$ cat config.mk
export PLATFORM = sky130hd
export DESIGN_NAME = leb_short_guard
export DESIGN_NICKNAME = d
export VERILOG_FILES = /design/src/rtl/leb_pkg.sv /design/src/rtl/leb_blank_timer.sv /design/src/rtl/leb_cycle_limit.sv /design/src/rtl/leb_short_latch.sv /design/src/rtl/leb_short_guard.sv
export SDC_FILE = /design/constraint.sdc
export NUM_CORES = 1
export LEC_CHECK = 0
export ABC_AREA = 1
export BUFFER_PORTS_ARGS = -buffer_cell sky130_fd_sc_hd__buf_2
export CAP_MARGIN = 10
export CORE_MARGIN = 1.5
export CORE_UTILIZATION = 55
export CTS_BUF_LIST = sky130_fd_sc_hd__clkbuf_8
export DETAILED_ROUTE_END_ITERATION = 8
export HOLD_SLACK_MARGIN = 0.05
export PLACE_DENSITY_LB_ADDON = 0.25
export SLEW_MARGIN = 20
export SYNTH_ARGS = -nofsm -noshare
export SYNTH_HDL_FRONTEND = slang
export SYNTH_SLANG_ARGS = --single-unit
$ cat constraint.sdc
create_clock -name clk -period 1.9 [get_ports clk]
set_input_delay 0.285 -clock clk [delete_from_list [all_inputs] [get_ports clk]]
set_output_delay 0.285 -clock clk [all_outputs]
set_load 0.01 [all_outputs]
$ cat src/rtl/leb_pkg.sv
package leb_pkg;

   // Upper bound on detect-to-kill delay for a hard short, in ns
   localparam int unsigned KILL_BUDGET_NS = 3000;

   typedef enum logic [1:0] {
      TRIP_NONE  = 2'd0,
      TRIP_LIMIT = 2'd1,
      TRIP_SHORT = 2'd2
   } trip_e;

   // Map a programmed blanking code onto the legal range; code 0 picks the default
   function automatic int unsigned pick_blank(input int unsigned code,
                                              input int unsigned lo,
                                              input int unsigned hi,
                                              input int unsigned dflt);
      if (code == 0)       return dflt;
      else if (code < lo)  return lo;
      else if (code > hi)  return hi;
      else                 return code;
   endfunction

endpackage

$ cat src/rtl/leb_blank_timer.sv
module leb_blank_timer #(
   parameter int CNT_W     = 5,
   parameter int BLANK_MIN = 8,
   parameter int BLANK_MAX = 20,
   parameter int BLANK_DEF = 12
) (
   input  logic             clk,
   input  logic             rst_n,
   input  logic             pwm_on,
   input  logic [CNT_W-1:0] cfg_blank,
   output logic             on_edge,
   output logic             window
);
   import leb_pkg::*;

   logic             pwm_q;
   logic [CNT_W-1:0] remain;
   logic [CNT_W-1:0] blank_len;
   logic             blanked;

   always_comb begin
      blank_len = CNT_W'(pick_blank(int'(unsigned'(cfg_blank)), BLANK_MIN, BLANK_MAX, BLANK_DEF));
   end

   assign on_edge = pwm_on & ~pwm_q;
   assign blanked = on_edge | (remain != '0);
   assign window  = pwm_on & ~blanked;

   always_ff @(posedge clk or negedge rst_n) begin
      if (!rst_n) begin
         pwm_q  <= 1'b0;
         remain <= '0;
      end else begin
         pwm_q <= pwm_on;
         if (on_edge)
            remain <= blank_len - CNT_W'(1);
         else if (remain != '0)
            remain <= remain - CNT_W'(1);
      end
   end

endmodule

$ cat src/rtl/leb_cycle_limit.sv
module leb_cycle_limit #(
   parameter int PERS_W = 4
) (
   input  logic              clk,
   input  logic              rst_n,
   input  logic              on_edge,
   input  logic              trip_req,
   input  logic [PERS_W-1:0] cfg_persist,
   output logic              cut,
   output logic              trip_pulse,
   output logic              persist
);
   logic [PERS_W-1:0] run;
   logic [PERS_W-1:0] thresh;

   assign thresh  = (cfg_persist == '0) ? PERS_W'(1) : cfg_persist;
   assign persist = (run >= thresh);

   always_ff @(posedge clk or negedge rst_n) begin
      if (!rst_n) begin
         cut        <= 1'b0;
         trip_pulse <= 1'b0;
         run        <= '0;
      end else begin
         trip_pulse <= 1'b0;
         if (on_edge) begin
            cut <= 1'b0;
            if (!cut)
               run <= '0;
         end else if (trip_req && !cut) begin
            cut        <= 1'b1;
            trip_pulse <= 1'b1;
            if (run != '1)
               run <= run + PERS_W'(1);
         end
      end
   end

endmodule

$ cat src/rtl/leb_short_latch.sv
module leb_short_latch (
   input  logic clk,
   input  logic rst_n,
   input  logic detect,
   input  logic clear,
   output logic latched,
   output logic event_pulse
);
   always_ff @(posedge clk or negedge rst_n) begin
      if (!rst_n) begin
         latched     <= 1'b0;
         event_pulse <= 1'b0;
      end else begin
         event_pulse <= 1'b0;
         if (detect && !latched) begin
            latched     <= 1'b1;
            event_pulse <= 1'b1;
         end else if (clear) begin
            latched <= 1'b0;
         end
      end
   end

endmodule

$ cat src/rtl/leb_short_guard.sv
module leb_short_guard #(
   parameter int CNT_W         = 5,
   parameter int BLANK_MIN     = 8,
   parameter int BLANK_MAX     = 20,
   parameter int BLANK_DEF     = 12,
   parameter int PERS_W        = 4,
   parameter int SYNC_STAGES   = 0,
   parameter int CLK_PERIOD_NS = 10
) (
   input  logic              clk,
   input  logic              rst_n,
   input  logic              pwm_on,
   input  logic              cmp_lim,
   input  logic              cmp_short,
   input  logic              cfg_mode,
   input  logic [CNT_W-1:0]  cfg_blank,
   input  logic [PERS_W-1:0] cfg_persist,
   input  logic              fault_clr,
   output logic              gate_kill,
   output logic              lim_trip,
   output logic              short_flt,
   output logic              persist_oc
);
   import leb_pkg::*;

   localparam int KILL_LAT_NS = (SYNC_STAGES + 1) * CLK_PERIOD_NS;

   generate
      if (BLANK_MIN < 1 || BLANK_MIN > BLANK_MAX) begin : g_bad_range
         $error("blanking range invalid");
      end
      if (BLANK_MAX >= (1 << CNT_W)) begin : g_bad_width
         $error("CNT_W too narrow for BLANK_MAX");
      end
      if (BLANK_DEF < BLANK_MIN || BLANK_DEF > BLANK_MAX) begin : g_bad_def
         $error("default blanking outside range");
      end
      if (PERS_W < 1 || SYNC_STAGES < 0) begin : g_bad_misc
         $error("PERS_W or SYNC_STAGES invalid");
      end
      if (KILL_LAT_NS > int'(KILL_BUDGET_NS)) begin : g_bad_budget
         $error("short kill latency exceeds budget");
      end
   endgenerate

   logic lim_s, short_s;

   generate
      if (SYNC_STAGES == 0) begin : g_direct
         assign lim_s   = cmp_lim;
         assign short_s = cmp_short;
      end else begin : g_sync
         logic [SYNC_STAGES-1:0] lim_pipe, short_pipe;
         always_ff @(posedge clk or negedge rst_n) begin
            if (!rst_n) begin
               lim_pipe   <= '0;
               short_pipe <= '0;
            end else begin
               lim_pipe[0]   <= cmp_lim;
               short_pipe[0] <= cmp_short;
               for (int i = 1; i < SYNC_STAGES; i++) begin
                  lim_pipe[i]   <= lim_pipe[i-1];
                  short_pipe[i] <= short_pipe[i-1];
               end
            end
         end
         assign lim_s   = lim_pipe[SYNC_STAGES-1];
         assign short_s = short_pipe[SYNC_STAGES-1];
      end
   endgenerate

   logic  on_edge, window;
   logic  short_lat, lim_cut;
   trip_e trip_src;

   leb_blank_timer #(
      .CNT_W    (CNT_W),
      .BLANK_MIN(BLANK_MIN),
      .BLANK_MAX(BLANK_MAX),
      .BLANK_DEF(BLANK_DEF)
   ) u_blank (
      .clk      (clk),
      .rst_n    (rst_n),
      .pwm_on   (pwm_on),
      .cfg_blank(cfg_blank),
      .on_edge  (on_edge),
      .window   (window)
   );

   // Hard short outranks the cycle limit on the same sample
   always_comb begin
      trip_src = TRIP_NONE;
      if (window && short_s)
         trip_src = TRIP_SHORT;
      else if (window && lim_s && cfg_mode && !short_lat)
         trip_src = TRIP_LIMIT;
   end

   leb_cycle_limit #(
      .PERS_W(PERS_W)
   ) u_limit (
      .clk        (clk),
      .rst_n      (rst_n),
      .on_edge    (on_edge),
      .trip_req   (trip_src == TRIP_LIMIT),
      .cfg_persist(cfg_persist),
      .cut        (lim_cut),
      .trip_pulse (lim_trip),
      .persist    (persist_oc)
   );

   leb_short_latch u_short (
      .clk        (clk),
      .rst_n      (rst_n),
      .detect     (trip_src == TRIP_SHORT),
      .clear      (fault_clr),
      .latched    (short_lat),
      .event_pulse(short_flt)
   );

   assign gate_kill = lim_cut | short_lat;

endmodule

==> impl_metrics.yaml, run 1 <==
status:
  run_status: "completed"
place:
  post-place-cells: 159
  port-buffer-count: 19
  dp_slack_ns: 0.244
  postPlaceCellArea_um2: 1050
  place_congestion: 0.829
  dpl.hpwl_um: 1500
critical_path:
  timing_worst_setup_path_type: "flip-flop to output port"
  worst_ep_arrival_time_ns: 1.42
  crit_path_end_kind: "output port"
  worstPathCellList: "ha_1 > inv_1 > nor2_1 > o211ai_1 > nand3_1 > buf_2"
  reg2reg_slack_ns: 0.31
  worst_ep_required_time_ns: 1.62
  timing.rr.start: "u_blank.pwm_q"
  worstSetupStartpointType: "flip-flop"
  timing.critical_path.slowest_cell_delay_ns: 0.41
  crit_fanout: 4
  crit_path_top_delay_cell: "dfrtp_1"
  ff2ff_path_depth: 11
  crit-reg2reg-capture: "u_blank.remain[4]"
die:
  initial_utilization: 0.602
  row_count: 14
  die_h_um: 44.3
  top_level_ports: 20
  core_area_um2: 1560
  die-width_um: 44.3
  die_area_um2: 1960
synth:
  synth.largest_area_cell: "dfrtp_1"
  synthTopCellsByArea: "dfrtp_1 37%, nand2_1 12%, ha_1 8.0%, inv_1 7.6%, nor2_1 6.8%"
  synth.yosys.warnings: 0
  synth_nets: 146
  synth.cell_area_um2: 938
  synth_sequential_area_ratio: 0.373
  synth_top_area_frac: 0.373
  netlist-cell-type-count: 24
  synth-seq-cells: 14
  synth.avg_cell_area_um2: 7.57
  postSynthCellCount: 124
clock_tree:
  clock_latency_on_the_worst_skew_pair_ns: 0.25
  cts_htree_levels: 1
  worst_setup_hold_path_clk_slew_ns: 0.05
  cts-root-buf: "clkbuf_8"
  clock_sink_count: 14
  numCtsBuffers: 3
  resized_cells_post_cts: 0
  cts_tree: "built"
  cts-root-to-sink-buffers: 2
detailed_routing:
  met2_wirelength_um: 933
  top_layer_used: "met4"
  route.layer.met1.wl_um: 818
  met3RoutedLength_um: 127
  drt_drc_violations_left: 0
  wirelength_um: 1910
  drt_pre_antenna_iters: 6
  via_total_after_detailed_routing: 875
  route.detailed.vias_per_inst: 5.34
  drtIter0Drc: 32
  wl_per_cell_um: 11.6
  drtAntennaViolNets: 0
timing:
  setup-tns-final_ns: 0
  worst_clock_skew_ns: 0.00343
  finalWorstSetupSlack_ns: 0.190
  max_clock_freq_mhz: 585
  timing.hold.ws_ns: 0.213
  tightest_slew_ns: 0.418
  timing.final.hold_violations: 0
  setup_viol: 0
  finalCritPeriodShare: 0.900
  grt_setup_unrepaired: "no"
  slew-limit-headroom: 0.719
  timing.final.crit_period_ns: 1.71
  report.final.slew_viol_count: 0
final_layout:
  multi_input_area_um2: 505
  finish.utilization: 0.717
  areaGrowthSynthToFinish_pct: 19.2
  number_of_cells_in_the_finished_layout_apart_from_fillers: 164
  design_area_um2: 1120
  number_of_nets_in_the_layout: 171
  layout_commonest_cell: "nand2_1"
  most-common-layout-cells: "30 x nand2_1, 19 x inv_1, 19 x buf_2"
  final_layout_size_suffix_gt1_frac: 0.243
  n_antenna_cell: 0
  reg_area_um2: 350
  nFillCells: 119
job:
  reported_max_cap_violation_count: 0
pwr:
  ir_worst_vdd_mv: 0.815
  switching_share: 0.326
  sequentialPowerShare: 0.391
  static-leakage-power_nw: 0.666
  powerDensity_nw_per_um2: 877
  finalPower_mw: 0.981
  power.net_switching_mw: 0.320
  p_clk_frac: 0.295
  power.combinational.fraction: 0.314
  power.internal_mw: 0.661
min_path:
  worstHoldEndpoint: "u_short.latched"
  min-delay-start: "fault_clr"
  holdCritPathClass: "input pin to flip-flop"
  worstHoldPathCells: 2
global_route:
  grt_first_pass_wirelength_um: 3230
  grt_max_degree: 15
  global_route.usage.total: 0.231
  overflow_left_after_global_routing: 0
  antenna_found_initial: 0
  grt_pass1_vias: 768
## worst max-delay path by stage
stage	endpoint	start	slack, ns	cells past startpoint
after floorplan	u_blank.remain[4]	u_blank.pwm_q	0.46	11
after global placement	u_blank.remain[4]	pwm_on	0.31	13
after detailed placement	u_blank.remain[4]	pwm_on	0.24	13
after CTS	persist_oc	u_limit.run[1]	0.18	6
after global routing	persist_oc	u_limit.run[1]	0.06	6
final	persist_oc	u_limit.run[1]	0.19	6
## registers in the layout, summed over array words and instances (netlist names)
signal and count:
u_blank.pwm_q 1, u_blank.remain 5, u_limit.cut 1, u_limit.run 4
u_limit.trip_pulse 1, u_short.event_pulse 1, u_short.latched 1
## metal layers
layer | vias to the layer above | global-route usage
met3 | 5 | 0.0490
met2 | 34 | 0.379
met1 | 396 | 0.294
met4 | 0 | 0.0970
li1 | 440 | -
met5 | - | 0
## cell type report
cell class                      count  area share
Tap cell                           16      0.0179
Sequential cell                    14       0.313
Timing Repair Buffer               20      0.0940
Inverter                           22      0.0738
Clock buffer                        4      0.0492
Multi-Input combinational cell     88       0.452
## Yosys cell counts (all sizes together)
| cell type | n |
|---|---|
| ha | 6 |
| a21boi | 1 |
| o21ai | 2 |
| a21oi | 6 |
| nor3 | 2 |
| xor2 | 1 |
| and3 | 1 |
| a31o | 1 |
| or2 | 1 |
| nor2 | 19 |
| nand4 | 4 |
| inv | 22 |
| nand3 | 9 |
| a21o | 1 |
| o211ai | 1 |
| nand2 | 32 |
| o21a | 1 |
| dfrtp | 14 |
## critical path, delay by kind of cell (launching register included)
kind	cells	cell delay, ns
AOI/OAI and AO/OA	1	0.14
adders and majority gates	1	0.32
buffers and inverters	2	0.20
DFF	1	0.41
and+or+nand+nor	2	0.11
## timing repair
item                      4_1_cts  5_1_grt
hold buffers                    1        0
buffers inserted                0        0
hold endpoints to repair       14        0
## kinds of logic after synthesis
logic type               count (synthesis)  synth area share
AND/OR/NAND/NOR                         68             0.357
AO/OA/AOI/OAI                           13            0.0920
buffers and inverters                   22            0.0880
adder cells (fa/ha/maj)                  6            0.0800
XOR/XNOR                                 1           0.00934
flip-flops                              14             0.373
## power groups by stage
stage          logic [mW]  clock network [mW]  registers (mW)
2_1_floorplan       0.232                   0           0.380
3_3_place_gp        0.290                   0           0.388
3_5_place_dp        0.307                   0           0.384
4_1_cts             0.309               0.295           0.382
5_1_grt             0.352               0.309           0.387
6_report            0.308               0.290           0.384
Power figures use the tool's default switching activity.
==> run 2, diff against run 1 <==
--- a/config.mk
+++ b/config.mk
@@ -9,7 +9,7 @@
 export BUFFER_PORTS_ARGS = -buffer_cell sky130_fd_sc_hd__buf_2
 export CAP_MARGIN = 10
 export CORE_MARGIN = 1.5
-export CORE_UTILIZATION = 55
+export CORE_UTILIZATION = 50
 export CTS_BUF_LIST = sky130_fd_sc_hd__clkbuf_8
 export DETAILED_ROUTE_END_ITERATION = 8
 export HOLD_SLACK_MARGIN = 0.05
==> constraint.sdc (replaced) <==
create_clock -name clk -period 1.53 [get_ports clk]
set_input_delay 0.2295 -clock clk [delete_from_list [all_inputs] [get_ports clk]]
set_output_delay 0.2295 -clock clk [all_outputs]
set_load 0.01 [all_outputs]
==> run 2 against run 1 <==
Compared with the run above:
- the run now ends with setup timing left
- non-clock buffer count grew 7
- register-to-register slack lost 0.26 ns
- sequential cell count is the same
- power grew 30%
- worst setup slack lost 0.25 ns
- via count shrank 0.80%
- count of clock-buffer cells in the layout is the same
- first-iteration DRC count shrank 66%
- critical endpoint unchanged
- largest power group unchanged
==> impl_metrics.yaml, run 2 (synthesis results as in run 1) <==
global_route:
  grt_first_pass_wirelength_um: 2860
  overflow_left_after_global_routing: 0
  grt_max_degree: 15
  met2_usage: 0.281
  global_route.usage.total: 0.190
  antenna_found_initial: 0
  grt_pass1_vias: 737
  global_route.usage.met1: 0.267
  busiest_layer: "met2"
  m3_gr_usage: 0.0353
timing:
  timing.final.hold_violations: 0
  finalWorstSetupSlack_ns: -0.0611
  max_clock_freq_mhz: 628
  setup-tns-final_ns: -0.0611
  tightest_slew_ns: 0.409
  setup_viol: 1
  grt_setup_unrepaired: "yes"
  report.final.slew_viol_count: 0
  slew-limit-headroom: 0.725
  timing.hold.ws_ns: 0.164
  timing.final.crit_period_ns: 1.59
  worst_clock_skew_ns: 0.00562
  finalCritPeriodShare: 1.04
final_layout:
  most-common-layout-cells: "26 x nand2_1, 19 x buf_2, 17 x inv_1"
  max_reg_flops: 5
  largestRegisters: "u_blank.remain (5), u_limit.run (4)"
  top_register: "u_blank.remain"
  areaGrowthSynthToFinish_pct: 30.4
  nFillCells: 137
  number_of_nets_in_the_layout: 178
  design_area_um2: 1220
  layout_commonest_cell: "nand2_1"
  n_antenna_cell: 0
  final_layout_size_suffix_gt1_frac: 0.335
  number_of_cells_in_the_finished_layout_apart_from_fillers: 180
clock_tree:
  cts-root-buf: "clkbuf_8"
  cts-root-to-sink-buffers: 2
  numCtsBuffers: 3
  clock_sink_count: 14
  cts_tree: "built"
  worst_setup_hold_path_clk_slew_ns: 0.06
  clock_latency_on_the_worst_skew_pair_ns: 0.25
  cts_htree_levels: 1
critical_path:
  worst_ep_arrival_time_ns: 1.36
  worstSetupStartpointType: "flip-flop"
  crit_path_end_kind: "output port"
  crit_fanout: 2
  timing_worst_setup_path_type: "flip-flop to output port"
  worst_ep_required_time_ns: 1.30
min_path:
  holdCritPathClass: "input pin to flip-flop"
pwr:
  static-leakage-power_nw: 0.700
  powerDensity_nw_per_um2: 1040
  ir_worst_vdd_mv: 0.892
detailed_routing:
  drtIter0Drc: 11
  wirelength_um: 1960
  wl_per_cell_um: 10.9
  drt_pre_antenna_iters: 4
  drt_drc_violations_left: 0
  drtAntennaViolNets: 0
  route.detailed.vias_per_inst: 4.82
  via_total_after_detailed_routing: 868
die:
  die-width_um: 46.3
  row_count: 15
  core_area_um2: 1750
  top_level_ports: 20
  die_h_um: 46.3
  initial_utilization: 0.538
  die_area_um2: 2150
status:
  run_status: "complete, but fails checks"
  failed_checks: "setup timing"
place:
  place_congestion: 0.763
  post-place-cells: 170
  dpl.hpwl_um: 1400
  port-buffer-count: 19
  postPlaceCellArea_um2: 1080
job:
  reported_max_cap_violation_count: 0
==> run 2: cell types whose count changed in the layout (fill, tap and decap cells not counted), moves of 2 or more <==
cell     before  now
buf_4         0    6
ha_1          6    4
ha_4          0    2
inv_1        19   17
inv_2         3    5
nand2_1      30   26
nand2_2       2    6
==> run 2: area by class of cell <==
cell class                      instances  area [um2]  share of cell area
Clock buffer                            4        55.1              0.0450
Multi-Input combinational cell         88         543               0.444
Sequential cell                        14         350               0.286
Tap cell                               25        31.3              0.0256
Timing Repair Buffer                   27         161               0.132
Inverter                               22        82.6              0.0675
==> run 2: timing repair <==
item | in CTS | in global routing
hold endpoints to repair | 14 | 0
buffers inserted | 1 | 4
gates resized for setup | 0 | 11
pin swaps | 1 | 5
hold buffers | 1 | 0
endpoints found under the setup margin | 1 | 4
==> run 2: through the flow <==
stage	util	power (mW)	setup slack (ns)
floorplan	-	0.760	0.0874
global route	0.701	1.35	-0.121
finish	0.701	1.27	-0.0611
global placement	0.619	0.846	0.0775
CTS	0.660	1.22	-0.0975
detailed placement	0.619	0.855	0.0295
==> run 2: path summary, 6_finish.rpt <==
check	start	to	slack, ns	depth (start not counted)
setup / recovery	u_limit.run[1]	persist_oc	-0.06	6
setup reg to reg	u_limit.run[1]	u_limit.run[2]	0.05	9
hold reg to reg	u_limit.cut	u_limit.cut	0.49	1
max in group asynchronous	rst_n	u_blank.remain[2]	0.89	2
min in group asynchronous	rst_n	u_limit.run[0]	0.40	2
hold / removal	fault_clr	u_short.latched	0.16	2
==> run 2: critical path, cell delays in order (launching register included) <==
cell and delay (ns):
dfrtp_1 0.42, ha_4 0.29, inv_2 0.03, nor2_1 0.09, o211ai_1 0.09, nand3_1 0.07, buf_2 0.12
==> run 2: routing by layer <==
layer / vias to the layer above / share of wire
li1: 456 / -
met1: 387 / 0.47
met2: 22 / 0.48
met3: 3 / 0.039
met4: 0 / 0.010
met5: - / 0
==> run 2: report_power, final <==
part,leakage (nW),internal [mW],total [mW],switching (mW)
logic,0.490,0.189,0.433,0.245
clock network,0.0288,0.228,0.362,0.134
registers,0.182,0.439,0.477,0.0378
